File: src/rtl/refarb_pkg.sv
package refarb_pkg;
  localparam int SPACE_W = 2;

  typedef enum logic [SPACE_W-1:0] {
    SP_EXT   = 2'b00,
    SP_DRAM  = 2'b01,
    SP_ONCHP = 2'b10,
    SP_RSVD  = 2'b11
  } space_e;

  typedef enum logic {
    RK_CBR  = 1'b0,
    RK_SELF = 1'b1
  } rkind_e;
endpackage

File: src/rtl/refarb_overlap.sv
module refarb_overlap
  import refarb_pkg::*;
(
  input  logic               kind,
  input  logic [SPACE_W-1:0] space,
  input  logic               wr,
  output logic               ok
);
  always_comb begin
    unique case (space)
      SP_EXT:   ok = (kind == RK_SELF) || !wr;
      SP_ONCHP: ok = 1'b1;
      default:  ok = 1'b0;
    endcase
  end
endmodule

File: src/rtl/refarb_pending.sv
module refarb_pending (
  input  logic clk,
  input  logic rst_n,
  input  logic req,
  input  logic req_kind,
  input  logic consume,
  output logic eff_pend,
  output logic eff_kind
);
  logic pend_q;
  logic kind_q;

  assign eff_pend = pend_q | req;
  assign eff_kind = pend_q ? kind_q : req_kind;

  always_ff @(posedge clk) begin
    if (!rst_n) begin
      pend_q <= 1'b0;
      kind_q <= 1'b0;
    end else begin
      if (consume)     pend_q <= 1'b0;
      else if (req)    pend_q <= 1'b1;
      if (!pend_q && req) kind_q <= req_kind;
    end
  end


  kind_hold_chk: assert property (@(posedge clk) disable iff (!rst_n)
    (pend_q && !consume) |=> (pend_q && $stable(kind_q)));
endmodule

File: src/rtl/refarb_ctrl.sv
module refarb_ctrl (
  input  logic clk,
  input  logic rst_n,
  input  logic eff_pend,
  input  logic overlap_ok,
  input  logic bus_active,
  input  logic bus_req,
  input  logic rfsh_done,
  output logic launch,
  output logic bus_gnt,
  output logic start_q,
  output logic busy_q,
  output logic par_q
);
  logic solo_launch;

  assign launch      = eff_pend && !busy_q && (!bus_active || overlap_ok);
  assign solo_launch = launch && !bus_active;
  assign bus_gnt     = bus_req && !(busy_q && !par_q) && !solo_launch;

  always_ff @(posedge clk) begin
    if (!rst_n) begin
      start_q <= 1'b0;
      busy_q  <= 1'b0;
      par_q   <= 1'b0;
    end else begin
      start_q <= launch;
      if (launch) begin
        busy_q <= 1'b1;
        par_q  <= bus_active;
      end else if (rfsh_done) begin
        busy_q <= 1'b0;
        par_q  <= 1'b0;
      end
    end
  end


  start_pulse_chk: assert property (@(posedge clk) disable iff (!rst_n)
    start_q |=> !start_q);

  busy_end_chk: assert property (@(posedge clk) disable iff (!rst_n)
    $fell(busy_q) |-> $past(rfsh_done));

  busy_rise_chk: assert property (@(posedge clk) disable iff (!rst_n)
    $rose(busy_q) |-> start_q);
endmodule

File: src/rtl/refresh_arbiter.sv
module refresh_arbiter
  import refarb_pkg::*;
(
  input  logic               clk,
  input  logic               rst_n,
  input  logic               rfsh_req,
  input  logic               rfsh_self,
  input  logic               bus_active,
  input  logic [SPACE_W-1:0] bus_space,
  input  logic               bus_write,
  input  logic               bus_req,
  output logic               bus_gnt,
  input  logic               rfsh_done,
  output logic               rfsh_start,
  output logic               rfsh_busy,
  output logic               rfsh_parallel,
  output logic               ras_en,
  output logic               cas_en
);
  logic eff_pend, eff_kind, ok, launch;
  logic start_q, busy_q, par_q;

  refarb_overlap u_ovl (
    .kind(eff_kind), .space(bus_space), .wr(bus_write), .ok(ok)
  );

  refarb_pending u_pend (
    .clk(clk), .rst_n(rst_n), .req(rfsh_req), .req_kind(rfsh_self),
    .consume(launch), .eff_pend(eff_pend), .eff_kind(eff_kind)
  );

  refarb_ctrl u_ctrl (
    .clk(clk), .rst_n(rst_n), .eff_pend(eff_pend), .overlap_ok(ok),
    .bus_active(bus_active), .bus_req(bus_req), .rfsh_done(rfsh_done),
    .launch(launch), .bus_gnt(bus_gnt), .start_q(start_q),
    .busy_q(busy_q), .par_q(par_q)
  );

  assign rfsh_start    = start_q;
  assign rfsh_busy     = busy_q;
  assign rfsh_parallel = busy_q & par_q;
  assign ras_en        = busy_q;
  assign cas_en        = busy_q;


  no_dram_overlap_chk: assert property (@(posedge clk) disable iff (!rst_n)
    (rfsh_start && rfsh_parallel) |-> ($past(bus_space) == SP_EXT ||
                                       $past(bus_space) == SP_ONCHP));

  cbr_ext_write_chk: assert property (@(posedge clk) disable iff (!rst_n)
    (rfsh_start && rfsh_parallel && $past(bus_space) == SP_EXT && $past(bus_write))
      |-> $past(eff_kind) == RK_SELF);

  solo_block_chk: assert property (@(posedge clk) disable iff (!rst_n)
    (rfsh_busy && !rfsh_parallel) |-> !bus_gnt);

  par_needs_bus_chk: assert property (@(posedge clk) disable iff (!rst_n)
    (rfsh_start && rfsh_parallel) |-> $past(bus_active));
endmodule

File: config.mk
export PLATFORM = sky130hd
export DESIGN_NAME = refresh_arbiter
export DESIGN_NICKNAME = d
export VERILOG_FILES = /design/src/rtl/refarb_pkg.sv /design/src/rtl/refarb_overlap.sv /design/src/rtl/refarb_pending.sv /design/src/rtl/refarb_ctrl.sv /design/src/rtl/refresh_arbiter.sv
export SDC_FILE = /design/constraint.sdc
export NUM_CORES = 1
export LEC_CHECK = 0
export BUFFER_PORTS_ARGS = -buffer_cell sky130_fd_sc_hd__buf_2
export CAP_MARGIN = 20
export CORE_AREA = 8 8 45 47
export CTS_CLUSTER_SIZE = 28
export DETAILED_ROUTE_END_ITERATION = 6
export DIE_AREA = 0 0 53 55
export HOLD_SLACK_MARGIN = 0.1
export PLACE_DENSITY = 0.51
export RECOVER_POWER = 25
export SLEW_MARGIN = 0
export SYNTH_ARGS = -nofsm -noshare
export SYNTH_HDL_FRONTEND = slang
export SYNTH_SLANG_ARGS = --single-unit
File: constraint.sdc
create_clock -name clk -period 1.27 [get_ports clk]
set_input_delay 0.0635 -clock clk [delete_from_list [all_inputs] [get_ports clk]]
set_output_delay 0.0635 -clock clk [all_outputs]
set_load 0.01 [all_outputs]
# After elaboration in Yosys (flattened, before gate mapping)
# Cells that the tools add are included.
# classes
eq_ne,1
muxes,5
n_bitwise,3
reduce_logical,19
# ops
op,count
1-bit logical AND,7
1-bit zero test,7
1-bit 2-to-1 mux,4
"2-bit equality test, second input constant",1
2-bit zero test,1
1-bit logical OR,2
1-bit one-hot mux with 2 select lines,1
2-bit nonzero test,1
2-bit OR reduction,1
1-bit AND,1
1-bit inverter,1
1-bit OR,1
# totals
ff_bits,5
input_bits,10
word_cells,33

# Longest topological paths before layout
# Gate-level depths: netlist of run 1.
# depth
word_depth,8
ltp_mapped,3
ltp_nobuf,3

# Hierarchy
# A second synthesis of run 1 with hierarchy kept.
# hier_totals
hier_cells,28
area_unflattened_um2,272.8
# modules_own_cells
mod,n_inst,cells_each,area_per_inst_um2,seq_area_each_um2
refarb_ctrl,1,14,152.6,60.1
refarb_pending,1,9,90.1,40.0
refresh_arbiter,1,3,21.3,0.0
refarb_overlap,1,2,8.8,0.0

# Worst setup path before layout of run 1
# No wires, ideal clock.
# synth_path
path_kind,register to register
from,register u_ctrl.busy_q
to,register u_ctrl.par_q
arrival_time_ps,1106
t_required_ps,1198
setup_slack_ps,93
path_stages_with_launch,4
path_buffers,0
path_cell_list,dfxtp_1 -> o21bai_1 -> a311oi_2 -> mux2i_1
# synth_via
elab_chain_len,4
# synth_rtl
element,line,source
from (decl),refarb_ctrl.sv:12,"output logic busy_q,"
from (signal assigned),refarb_ctrl.sv:24,busy_q <= 1'b0;
from (signal assigned),refarb_ctrl.sv:29,busy_q <= 1'b1;
from (signal assigned),refarb_ctrl.sv:32,busy_q <= 1'b0;
1-bit zero test *,refarb_ctrl.sv:17,assign launch = eff_pend && !busy_q && (!bus_active || overlap_ok);
1-bit logical AND * (2 in series),refarb_ctrl.sv:17,
1-bit 2-to-1 mux / 2-bit nonzero test (equally long branches),-,
to (signal assigned),refarb_ctrl.sv:30,par_q <= bus_active;
to (decl),refarb_ctrl.sv:13,output logic par_q
# Mark *: on every way between the ends. The rest lies on a longest branch, timed or not.
# A chain may end at the register's enable or synchronous reset.

# Final worst setup path of run 1
# layout_path
from,register u_pend.pend_q
to,register u_ctrl.busy_q
# layout_via
elab_chain_len,6
# layout_rtl
element,line,source
from (decl),refarb_pending.sv:10,logic pend_q;
from (signal assigned),refarb_pending.sv:18,pend_q <= 1'b0;
from (signal assigned),refarb_pending.sv:21,if (consume) pend_q <= 1'b0;
from (signal assigned),refarb_pending.sv:22,else if (req) pend_q <= 1'b1;
1-bit 2-to-1 mux,refarb_pending.sv:14,assign eff_kind = pend_q ? kind_q : req_kind;
1-bit logical OR,refarb_overlap.sv:11,SP_EXT: ok = (kind == RK_SELF) || !wr;
1-bit one-hot mux with 2 select lines,refarb_overlap.sv:10,unique case (space)
1-bit logical OR,refarb_ctrl.sv:17,
1-bit logical AND *,refarb_ctrl.sv:17,
1-bit 2-to-1 mux / 2-bit nonzero test (equally long branches),-,
# Marks and branches as above.

==> key figures, run 1 <==
Synthesis
  – Post-synth top area share: 39.0%
  – Mux share of post-synthesis cell area: 11.7%
  – Cell taking the most area after synthesis: sky130_fd_sc_hd__dfxtp_1
  – YS warnings: 0
  – Combinational family with the most area after synthesis: compound AO/OA/AOI/OAI gates
  – Total of flip-flops plus latches after synthesis: 5
  – Synthesized Nets: 38
  – Netlist area before placement: 256 um2
  – Parity-gate share of the synthesized area counting xor and xnor cells: 0%
  – Part of the Yosys area used for sequential elements: 39.0%
  – Count of cell types in the netlist: 16
  – Synthesized instance count: 28
  – Mean post-synth cell area: 9.16 um2
  – Area fraction in and, or, nand and nor cells after synthesis: 16.1%
  – Area fraction in compound gates after synthesis: 22.9%
  – Fraction of the mapped netlist area in adder cells: 0%
  – Main area contributors after synthesis: sky130_fd_sc_hd__dfxtp_1 39%, sky130_fd_sc_hd__mux2i_1 12%, sky130_fd_sc_hd__a311oi_2 5.9%

Timing
  – Slew Limit Headroom: 79.0%
  – Number of max-slew violations in the final report: 0
  – Worst Clk Skew: 0.00418 ns
  – Slew @ Worst Pin: 0.315 ns
  – Setup slack after layout: 0.0557 ns
  – Hold Vio Cnt, Final: 0
  – Fin crit period: 1.21 ns
  – Summed negative setup slack over all endpoints: 0 ns
  – Peak clock frequency supported by timing: 0.824 GHz
  – Hold Slack: 0.103 ns
  – RSZ-0062 raised after global routing: no
  – Period Utilization, post-route: 95.6%
  – Count of final setup violators: 0

Worst setup path
  – Crit path buf inv count: 0
  – CP cell instances: mux2i_2 > a311oi_4 > o31a_2
  – Maximum fanout count along the critical path: 4
  – CP Data Arrival Time: 1.34 ns
  – Launching element type of the critical path: flip-flop
  – Crit-path leading delay family: compound AO/OA/AOI/OAI gates
  – Critical path type: reg2reg
  – Required @ worst endpoint: 1.40 ns
  – Largest stage delay on the critical path: 0.38 ns
  – CP endpoint kind: flip-flop
  – Cell with the biggest individual delay on the critical path: sky130_fd_sc_hd__dfxtp_2

Pwr
  – Sum of internal, switching and leakage power: 0.480 mW
  – Maximum VDD drop: 306 uV
  – Internal power summed over all cells: 0.348 mW
  – P_sw: 0.132 mW
  – Share of total power in combinational logic: 23.3%
  – Reg power frac: 37.7%
  – Power density relative to cell area: 1190 mW/mm2
  – Leakage power total: 0.185 nW
  – Switching power share of the total: 27.5%
  – Clock power frac: 39.0%

Finish
  – Ant diodes: 0
  – Area of all placed cells without fillers: 404 um2
  – Leading cell type in the layout, fill and taps excluded: sky130_fd_sc_hd__buf_2
  – # nets final: 57
  – Share of final-layout standard cells stronger than drive strength 1: 52.2%
  – Highest-count cells in the layout ignoring fill and taps: 13 x sky130_fd_sc_hd__buf_2, 4 x sky130_fd_sc_hd__dfxtp_1, 3 x sky130_fd_sc_hd__inv_1, 3 x sky130_fd_sc_hd__clkbuf_4
  – Signed area change from the synthesized netlist to the final layout: 57.6%

Hold path
  – Worst min-delay path category: in2reg

Place
  – Area after DPL: 344 um2
  – Final HPWL DP: 536 um
  – Worst Setup Slack post-DPL: 0.0463 ns
  – Input/output buffers: 15
  – Final estimated routing congestion in global placement: 0.756

Clock tree
  – Total number of H-tree levels: 1
  – Register clock-pin slew on the reported worst setup and hold paths: 0.05 ns
  – TritonCTS clock tree: yes
  – Maximum root-to-sink buffer count: 2
  – Number of sinks driven by the clock tree: 5
  – Latest clock arrival within the worst-skew pair: 0.24 ns
  – Cell at the root of the clock tree: sky130_fd_sc_hd__clkbuf_4
  – Inserted Clock Buffers: 3

Route
  – Count of unresolved DRC violations after routing: 0
  – Drt wl/cell: 11.0 um
  – 1st-pass router iterations: 1
  – Vias per cell: 4.00
  – DRT Wirelength: 682 um
  – DR vias: 248
  – Number of routed nets with antenna violations: 0
  – DR iter-0 viols: 0

Run status
  – Status: complete, no violations

Die
  – DIE HEIGHT: 55 um
  – Area of the die: 0.00292 mm2
  – Initial Util: 18.5%
  – Boundary pin count: 16
  – Number of standard-cell rows in the floorplan: 14
  – Die X: 53 um
  – Area of the placeable core: 0.00138 mm2

GRT
  – Residual overflow from global routing: 0
  – Total Routing Usage GR: 5.96%
  – Number of antenna violations at the first check in global routing: 0
  – Global-route wire length before repair: 1.19 mm
  – Maximum number of pins on one net before global-route repair: 7
  – Via count of the first global-routing pass: 264

Flow run
  – Max-cap violations: 0
Yosys cell counts:
library cell	n
sky130_fd_sc_hd__o21bai_1	1
sky130_fd_sc_hd__nor2b_1	1
sky130_fd_sc_hd__o21a_1	1
sky130_fd_sc_hd__o2111ai_1	1
sky130_fd_sc_hd__mux2i_1	3
sky130_fd_sc_hd__and2_1	1
sky130_fd_sc_hd__nor3_1	1
sky130_fd_sc_hd__a311oi_2	1
sky130_fd_sc_hd__o31a_2	1
sky130_fd_sc_hd__nor2_1	3
sky130_fd_sc_hd__buf_4	2
sky130_fd_sc_hd__and2b_2	1
sky130_fd_sc_hd__dfxtp_1	5
sky130_fd_sc_hd__nand2_1	1
sky130_fd_sc_hd__inv_1	3
sky130_fd_sc_hd__o21ai_0	2
power groups by stage:
stage,Combinational (mW),Clock [mW],Sequential [mW]
after global routing,0.126,0.209,0.182
after CTS,0.103,0.196,0.178
after detailed placement,0.0972,0,0.180
after global placement,0.0976,0,0.180
final,0.112,0.187,0.181
after floorplan,0.0551,0,0.184
layout make-up:
cell class	count	area [um2]
timing repair buffer	16	86.3
tap	16	20.0
sequential	5	101
multi-input combinational	18	159
clock buffer	4	26.3
fill	151	980
inverter	3	11.3
path summary, 6_finish.rpt:
check / from / endpoint / slack [ns] / cells after the start
setup / recovery: u_pend.pend_q / u_ctrl.busy_q / 0.06 / 3
hold / removal: bus_active / u_ctrl.par_q / 0.10 / 3
setup reg to reg: u_pend.pend_q / u_ctrl.busy_q / 0.06 / 3
hold reg to reg: u_ctrl.par_q / u_ctrl.par_q / 0.52 / 2
routing by layer:
metal,track usage (%),vias up,share of wire [%]
met1,6.10,101,44
met4,6.47,0,3.4
met5,0,-,0
met3,3.74,2,14
li1,-,131,-
met2,7.81,14,38
worst min-delay path, cell delays in order:
cell                      delay (ns)
sky130_fd_sc_hd__buf_2          0.12
sky130_fd_sc_hd__nand2_1        0.05
sky130_fd_sc_hd__mux2i_1        0.06
cell families after synthesis:
| group | count (synthesis) |
|---|---|
| muxes | 3 |
| DFF | 5 |
| AOI/OAI and AO/OA | 7 |
| buffers and inverters | 5 |
| and+or+nand+nor | 8 |
through the flow:
stage	utilization [%]	cells
after floorplan	-	28
after global placement	24.9	58
after detailed placement	24.9	58
after CTS	27.9	63
after global routing	29.2	62
final	29.2	62
flip-flops by register name, indices dropped and copies added (netlist names):
register,flops
u_ctrl.par_q,1
u_pend.pend_q,1
u_ctrl.start_q,1
u_pend.kind_q,1
u_ctrl.busy_q,1
timing repair:
item,4_1_cts,5_1_grt
endpoints found under the hold margin,1,0
pin swaps,0,2
hold buffers,1,0
cloned,0,0
setup endpoints to repair,1,3
setup buffers,0,0
gates resized for setup,2,4
No activity file was read; power rests on OpenSTA's default activity.
==> run 2, diff against run 1 <==
--- a/config.mk
+++ b/config.mk
@@ -7,10 +7,11 @@
 export LEC_CHECK = 0
 export BUFFER_PORTS_ARGS = -buffer_cell sky130_fd_sc_hd__buf_2
 export CAP_MARGIN = 20
-export CORE_AREA = 8 8 45 47
+export CORE_AREA = 2 2 39 41
+export CTS_CLUSTER_DIAMETER = 200
 export CTS_CLUSTER_SIZE = 28
 export DETAILED_ROUTE_END_ITERATION = 6
-export DIE_AREA = 0 0 53 55
+export DIE_AREA = 0 0 41 43
 export HOLD_SLACK_MARGIN = 0.1
 export PLACE_DENSITY = 0.51
 export RECOVER_POWER = 25
==> constraint.sdc (replaced) <==
create_clock -name clk -period 1.24 [get_ports clk]
set_input_delay 0.062 -clock clk [delete_from_list [all_inputs] [get_ports clk]]
set_output_delay 0.062 -clock clk [all_outputs]
set_load 0.01 [all_outputs]
==> run 2 against run 1 <==
  * Utilization rose by 0.45 points
  * Clock power hardly changed
  * Wire length fell by 10%
  * Power up 0.24%
  * Critical path depth did not move
  * Worst setup slack worse by 0.011 ns
  * First-iteration DRC count is the same
  * Register-to-register slack about the same
  * Sequential share of layout area decreased by 0.38 points
  * Worst hold slack better by 0.021 ns
  * Non-clock buffer count is 4 higher
  * Fmax grew 1.6%
  * Critical endpoint is now u_ctrl.par_q
==> key figures, run 2 (synthesized netlist as in run 1, its figures left out) <==
Run status
  – Status: complete, no violations

Pwr
  – Leakage power total: 0.195 nW (+5.4%)
  – Power density relative to cell area: 1170 mW/mm2 (-1.3%)
  – Maximum VDD drop: 356 uV (+16%)

Finish
  – Storage cell area: 101 um2 (unchanged)
  – Leading cell type in the layout, fill and taps excluded: sky130_fd_sc_hd__buf_2
  – Highest-count cells in the layout ignoring fill and taps: 13 x sky130_fd_sc_hd__buf_2, 4 x sky130_fd_sc_hd__dfxtp_1
  – Number of standard cells in the layout, taps in and fillers out: 66 (+6.5%)
  – Filler Cells Inserted: 163 (+7.9%)
  – Ant diodes: 0 (unchanged)
  – Signed area change from the synthesized netlist to the final layout: 60.0%
  – Share of final-layout standard cells stronger than drive strength 1: 46.0% (-6.2 points)
  – Area of the multi-input gates: 134 um2 (-16%)
  – # nets final: 61 (+7.0%)

Timing
  – Slew @ Worst Pin: 0.380 ns (+0.0647 ns)
  – RSZ-0062 raised after global routing: yes
  – Peak clock frequency supported by timing: 0.837 GHz (+1.6%)
  – Summed negative setup slack over all endpoints: 0 ns (unchanged)
  – Fin crit period: 1.20 ns (-0.0189 ns)
  – Hold Vio Cnt, Final: 0 (unchanged)
  – Worst Clk Skew: 0.00244 ns (-0.00174 ns)
  – Period Utilization, post-route: 96.4% (+0.79 points)
  – Number of max-slew violations in the final report: 0 (unchanged)
  – Slew Limit Headroom: 74.7% (-4.3 points)
  – Count of final setup violators: 0 (unchanged)

Flow run
  – Max-cap violations: 0 (unchanged)

Clock tree
  – Latest clock arrival within the worst-skew pair: 0.24 ns (about the same)
  – Number of sinks driven by the clock tree: 5 (unchanged)
  – Total number of H-tree levels: 1 (unchanged)
  – Register clock-pin slew on the reported worst setup and hold paths: 0.05 ns (about the same)
  – Maximum root-to-sink buffer count: 2 (unchanged)
  – Cell at the root of the clock tree: sky130_fd_sc_hd__clkbuf_4
  – Inserted Clock Buffers: 3 (unchanged)
  – TritonCTS clock tree: yes

Hold path
  – Worst min-delay path category: in2reg

Route
  – Drt wl/cell: 9.26 um (-16%)
  – Count of unresolved DRC violations after routing: 0 (unchanged)
  – DR iter-0 viols: 0 (unchanged)
  – DRT Wirelength: 611 um (-10%)
  – Vias per cell: 4.00 (unchanged)
  – DR vias: 264 (+6.5%)
  – 1st-pass router iterations: 1 (unchanged)
  – Number of routed nets with antenna violations: 0 (unchanged)

GRT
  – Maximum number of pins on one net before global-route repair: 7 (unchanged)
  – Number of antenna violations at the first check in global routing: 0 (unchanged)
  – Via count of the first global-routing pass: 272 (+3.0%)
  – Total Routing Usage GR: 8.94% (+3.0 points)
  – Residual overflow from global routing: 0 (unchanged)
  – Global-route wire length before repair: 993 um (-17%)

Worst setup path
  – Crit path buf inv count: 0 (unchanged)
  – Cell with the biggest individual delay on the critical path: sky130_fd_sc_hd__a311oi_2
  – CP Data Arrival Time: 1.37 ns (+0.03 ns)
  – Critical path type: reg2reg
  – CP cell instances: o21bai_2 > a311oi_2 > mux2i_1
  – CP endpoint kind: flip-flop
  – Largest stage delay on the critical path: 0.40 ns (+0.02 ns)
  – Maximum fanout count along the critical path: 4 (unchanged)
  – Crit-path leading delay family: compound AO/OA/AOI/OAI gates
  – Required @ worst endpoint: 1.41 ns (about the same)
  – Launching element type of the critical path: flip-flop

Place
  – Input/output buffers: 15 (unchanged)
  – Final estimated routing congestion in global placement: 0.592 (-22%)
  – Final HPWL DP: 471 um (-12%)
  – Number of cells in the design after placement: 59 (+1.7%)

Die
  – DIE HEIGHT: 43 um (-22%)
  – Boundary pin count: 16 (unchanged)
  – Initial Util: 18.5% (unchanged)
  – Die X: 41 um (-23%)
  – Number of standard-cell rows in the floorplan: 14 (unchanged)
  – Area of the placeable core: 0.00138 mm2 (unchanged)
  – Area of the die: 0.00176 mm2 (-40%)
==> run 2: cell types whose count changed in the layout (fill, tap and decap cells not counted), sizes merged <==
cell         before  now
dlygate4sd3       1    3
clkbuf            5    6
buf              14   15
==> run 2: path summary, 6_finish.rpt <==
check	endpoint	slack [ns]	cells past startpoint	from
setup reg to reg	u_ctrl.par_q	0.04	3	u_ctrl.busy_q
setup / recovery	u_ctrl.par_q	0.04	3	u_ctrl.busy_q
hold reg to reg	u_pend.kind_q	0.51	2	u_pend.kind_q
hold / removal	u_ctrl.par_q	0.12	3	bus_space[0]
==> run 2: layout make-up <==
| class | count | area share, % |
|---|---|---|
| multi-input cells | 18 | 32.6 |
| inverters | 3 | 2.74 |
| well taps | 16 | 4.88 |
| clock buffers | 4 | 6.40 |
| repair buffers | 20 | 28.7 |
| flip-flops and latches | 5 | 24.7 |
==> run 2: power by group <==
group	switching, mW	internal [mW]
sequential	0.00751	0.175
clock	0.0679	0.122
combinational	0.0503	0.0586
total	0.126	0.355
==> run 2: metal layers <==
| metal | wire [um] | share of wire [%] | global-route usage [%] | vias to the layer above |
|---|---|---|---|---|
| li1 | - | - | - | 140 |
| met1 | 269 | 44 | 9.00 | 110 |
| met2 | 273 | 45 | 12.5 | 12 |
| met3 | 54 | 8.8 | 1.57 | 2 |
| met4 | 14 | 2.3 | 12.0 | 0 |
| met5 | 0 | 0 | 0 | - |
==> run 2: metrics by stage <==
stage / hold slack (ns) / power [mW] / setup slack, ns / instance area (um2) / utilization (%)
6_report: 0.125 / 0.481 / 0.0446 / 410 / 29.7
5_1_grt: 0.132 / 0.516 / -0.0325 / 410 / 29.7
4_1_cts: 0.116 / 0.498 / 0.0225 / 413 / 29.8
3_5_place_dp: 0.349 / 0.286 / 0.0172 / 352 / 25.4
3_3_place_gp: 0.350 / 0.287 / 0.0427 / 352 / 25.4
2_1_floorplan: 0.180 / 0.245 / 0.0626 / 256 / -
==> run 2: repair_timing <==
action | in CTS | in global routing
resized for setup | 2 | 0
endpoints found under the setup margin | 1 | 3
setup buffers | 0 | 0
pin swaps | 0 | 1
hold endpoints to repair | 4 | 0
hold buffers | 3 | 0
==> run 2: worst reg2reg max path: stages, from the launching register on <==
cell                       delay [ns]
sky130_fd_sc_hd__dfxtp_1         0.30
sky130_fd_sc_hd__o21bai_2        0.20
sky130_fd_sc_hd__a311oi_2        0.40
sky130_fd_sc_hd__mux2i_1         0.23
==> run 3, diff against run 2 <==
--- a/config.mk
+++ b/config.mk
@@ -13,7 +13,7 @@
 export DETAILED_ROUTE_END_ITERATION = 6
 export DIE_AREA = 0 0 41 43
 export HOLD_SLACK_MARGIN = 0.1
-export PLACE_DENSITY = 0.51
+export PLACE_DENSITY = 0.4
 export RECOVER_POWER = 25
 export SLEW_MARGIN = 0
 export SYNTH_ARGS = -nofsm -noshare
==> run 3 against run 2 <==
  * Combinational power increased by 12%
  * Sequential cell count unchanged
  * Global-route usage decreased by 0.59 points
  * First-iteration DRC count increased by 1
  * Clock skew increased by 0.0014 ns
  * Non-clock buffer count decreased by 1
==> key figures, run 3 (synthesized netlist as in run 1, its figures left out) <==
Die
  – Number of standard-cell rows in the floorplan: 14 (unchanged)
  – Area of the placeable core: 0.00138 mm2 (unchanged)
  – DIE HEIGHT: 43 um (unchanged)
  – Area of the die: 0.00176 mm2 (unchanged)
  – Boundary pin count: 16 (unchanged)
  – Initial Util: 18.5% (unchanged)
  – Die X: 41 um (unchanged)

Pwr
  – Leakage power total: 0.198 nW (+1.6%)
  – Clock power frac: 37.2% (-2.2 points)
  – Sum of internal, switching and leakage power: 0.488 mW (+1.4%)
  – Internal power summed over all cells: 0.363 mW (+2.1%)
  – Switching power share of the total: 25.6% (-0.48 points)
  – Reg power frac: 37.7% (-0.2 points)
  – Share of total power in combinational logic: 25.1% (+2.5 points)
  – Maximum VDD drop: 554 uV (+56%)
  – P_sw: 0.125 mW (-0.42%)
  – Power density relative to cell area: 1150 mW/mm2 (-1.6%)

Finish
  – Leading cell type in the layout, fill and taps excluded: sky130_fd_sc_hd__buf_2
  – Number of standard cells in the layout, taps in and fillers out: 65 (-1.5%)
  – Fin util: 30.6% (+0.90 points)
  – # nets final: 60 (-1.6%)
  – Highest-count cells in the layout ignoring fill and taps: 14 x sky130_fd_sc_hd__buf_2, 4 x sky130_fd_sc_hd__dfxtp_1, 3 x sky130_fd_sc_hd__inv_1, 3 x sky130_fd_sc_hd__clkbuf_4, 3 x sky130_fd_sc_hd__buf_4
  – Filler Cells Inserted: 170 (+4.3%)
  – Share of final-layout standard cells stronger than drive strength 1: 57.1% (+11 points)
  – Signed area change from the synthesized netlist to the final layout: 64.9%
  – Ant diodes: 0 (unchanged)

GRT
  – Maximum number of pins on one net before global-route repair: 7 (unchanged)
  – Total Routing Usage GR: 8.35% (-0.59 points)
  – Residual overflow from global routing: 0 (unchanged)
  – Number of antenna violations at the first check in global routing: 0 (unchanged)
  – Via count of the first global-routing pass: 264 (-2.9%)
  – Global-route wire length before repair: 938 um (-5.5%)

Timing
  – Hold Slack: 0.119 ns (-0.00569 ns)
  – Fin crit period: 1.21 ns (+0.0178 ns)
  – Peak clock frequency supported by timing: 0.824 GHz (-1.5%)
  – Count of final setup violators: 0 (unchanged)
  – Slew Limit Headroom: 74.9% (+0.25 points)
  – Period Utilization, post-route: 97.8% (+1.4 points)
  – RSZ-0062 raised after global routing: yes
  – Hold Vio Cnt, Final: 0 (unchanged)
  – Number of max-slew violations in the final report: 0 (unchanged)
  – Slew @ Worst Pin: 0.376 ns (-0.00381 ns)
  – Worst Clk Skew: 0.00383 ns (+0.00139 ns)

Clock tree
  – Total number of H-tree levels: 1 (unchanged)
  – Inserted Clock Buffers: 3 (unchanged)
  – Register clock-pin slew on the reported worst setup and hold paths: 0.04 ns (about the same)
  – Maximum root-to-sink buffer count: 2 (unchanged)
  – Latest clock arrival within the worst-skew pair: 0.24 ns (about the same)
  – Number of sinks driven by the clock tree: 5 (unchanged)
  – TritonCTS clock tree: yes
  – Cell at the root of the clock tree: sky130_fd_sc_hd__clkbuf_4

Route
  – DRT Wirelength: 593 um (-2.9%)
  – Number of routed nets with antenna violations: 0 (unchanged)
  – DR vias: 260 (-1.5%)
  – Count of unresolved DRC violations after routing: 0 (unchanged)
  – DR iter-0 viols: 1 (+1)
  – Vias per cell: 4.00 (unchanged)
  – Drt wl/cell: 9.12 um (-1.5%)
  – 1st-pass router iterations: 2 (+1)

Place
  – Input/output buffers: 15 (unchanged)
  – Number of cells in the design after placement: 59 (unchanged)
  – Final estimated routing congestion in global placement: 0.606 (+2.4%)
  – Final HPWL DP: 482 um (+2.2%)

Worst setup path
  – CP cell instances: mux2i_2 > a311oi_2 > o31a_2
  – Cell with the biggest individual delay on the critical path: sky130_fd_sc_hd__dfxtp_4
  – Largest stage delay on the critical path: 0.37 ns (-0.03 ns)
  – Launching element type of the critical path: flip-flop
  – Critical path type: reg2reg
  – Required @ worst endpoint: 1.36 ns (-0.05 ns)
  – CP endpoint kind: flip-flop
  – CP Data Arrival Time: 1.33 ns (-0.04 ns)
  – Maximum fanout count along the critical path: 4 (unchanged)

Hold path
  – Worst min-delay path category: in2reg

Flow run
  – Max-cap violations: 0 (unchanged)

Run status
  – Status: complete, no violations
[run 3: changes by cell type in the layout (fill, tap and decap cells not counted), sizes merged]
cell	change
buf	+2
dlygate4sd3	-2
clkbuf	-1
[run 3: worst paths after layout]
check	start	endpoint	slack [ns]	cells after the start
min	rst_n	u_ctrl.start_q	0.12	2
max reg2reg	u_pend.pend_q	u_ctrl.busy_q	0.03	3
max	u_pend.pend_q	u_ctrl.busy_q	0.03	3
min reg2reg	u_ctrl.par_q	u_ctrl.par_q	0.53	2
[run 3: timing repair]
item	4_1_cts	5_1_grt
hold buffers	1	0
setup buffers	1	1
resized for setup	6	3
endpoints found under the hold margin	1	0
setup endpoints to repair	2	3
pin swaps	2	4
[run 3: area by class of cell]
type	count	area [um2]	area share (%)
Tap cell	16	20.0	4.73
Inverter	3	11.3	2.66
Clock buffer	4	26.3	6.21
Multi-Input combinational cell	18	155	36.7
Timing Repair Buffer	19	106	25.1
Sequential cell	5	104	24.6
[run 3: worst max-delay path, delay by kind of cell (launching register included)]
family          cells  cell delay, ns
mux                 1            0.21
flops               1            0.37
compound gates      2            0.52
[run 3: power by group through the flow]
| stage | Clock (mW) | Sequential (mW) | Combinational (mW) |
|---|---|---|---|
| final | 0.181 | 0.184 | 0.122 |
| after global routing | 0.202 | 0.186 | 0.135 |
| after CTS | 0.191 | 0.183 | 0.120 |
| after detailed placement | 0 | 0.184 | 0.104 |
| after global placement | 0 | 0.184 | 0.105 |
| after floorplan | 0 | 0.189 | 0.0564 |
[run 3: per-stage QoR]
step / TNS (ns) / setup WS [ns] / cell area, um2
floorplan: 0 / 0.0626 / 256
global placement: -0.0120 / -0.0120 / 352
detailed placement: -0.000288 / -0.000288 / 352
CTS: 0 / 0.00343 / 415
global route: -0.0996 / -0.0510 / 423
finish: 0 / 0.0268 / 423
[run 3: routing by layer]
metal  vias to the layer above  global-route usage (%)  wire (um)
li1                        137                       -          -
met2                         7                    11.9        296
met1                       116                    8.74        259
met3                         0                    4.71         37
met5                         -                       0          0
met4                         0                    6.00          0
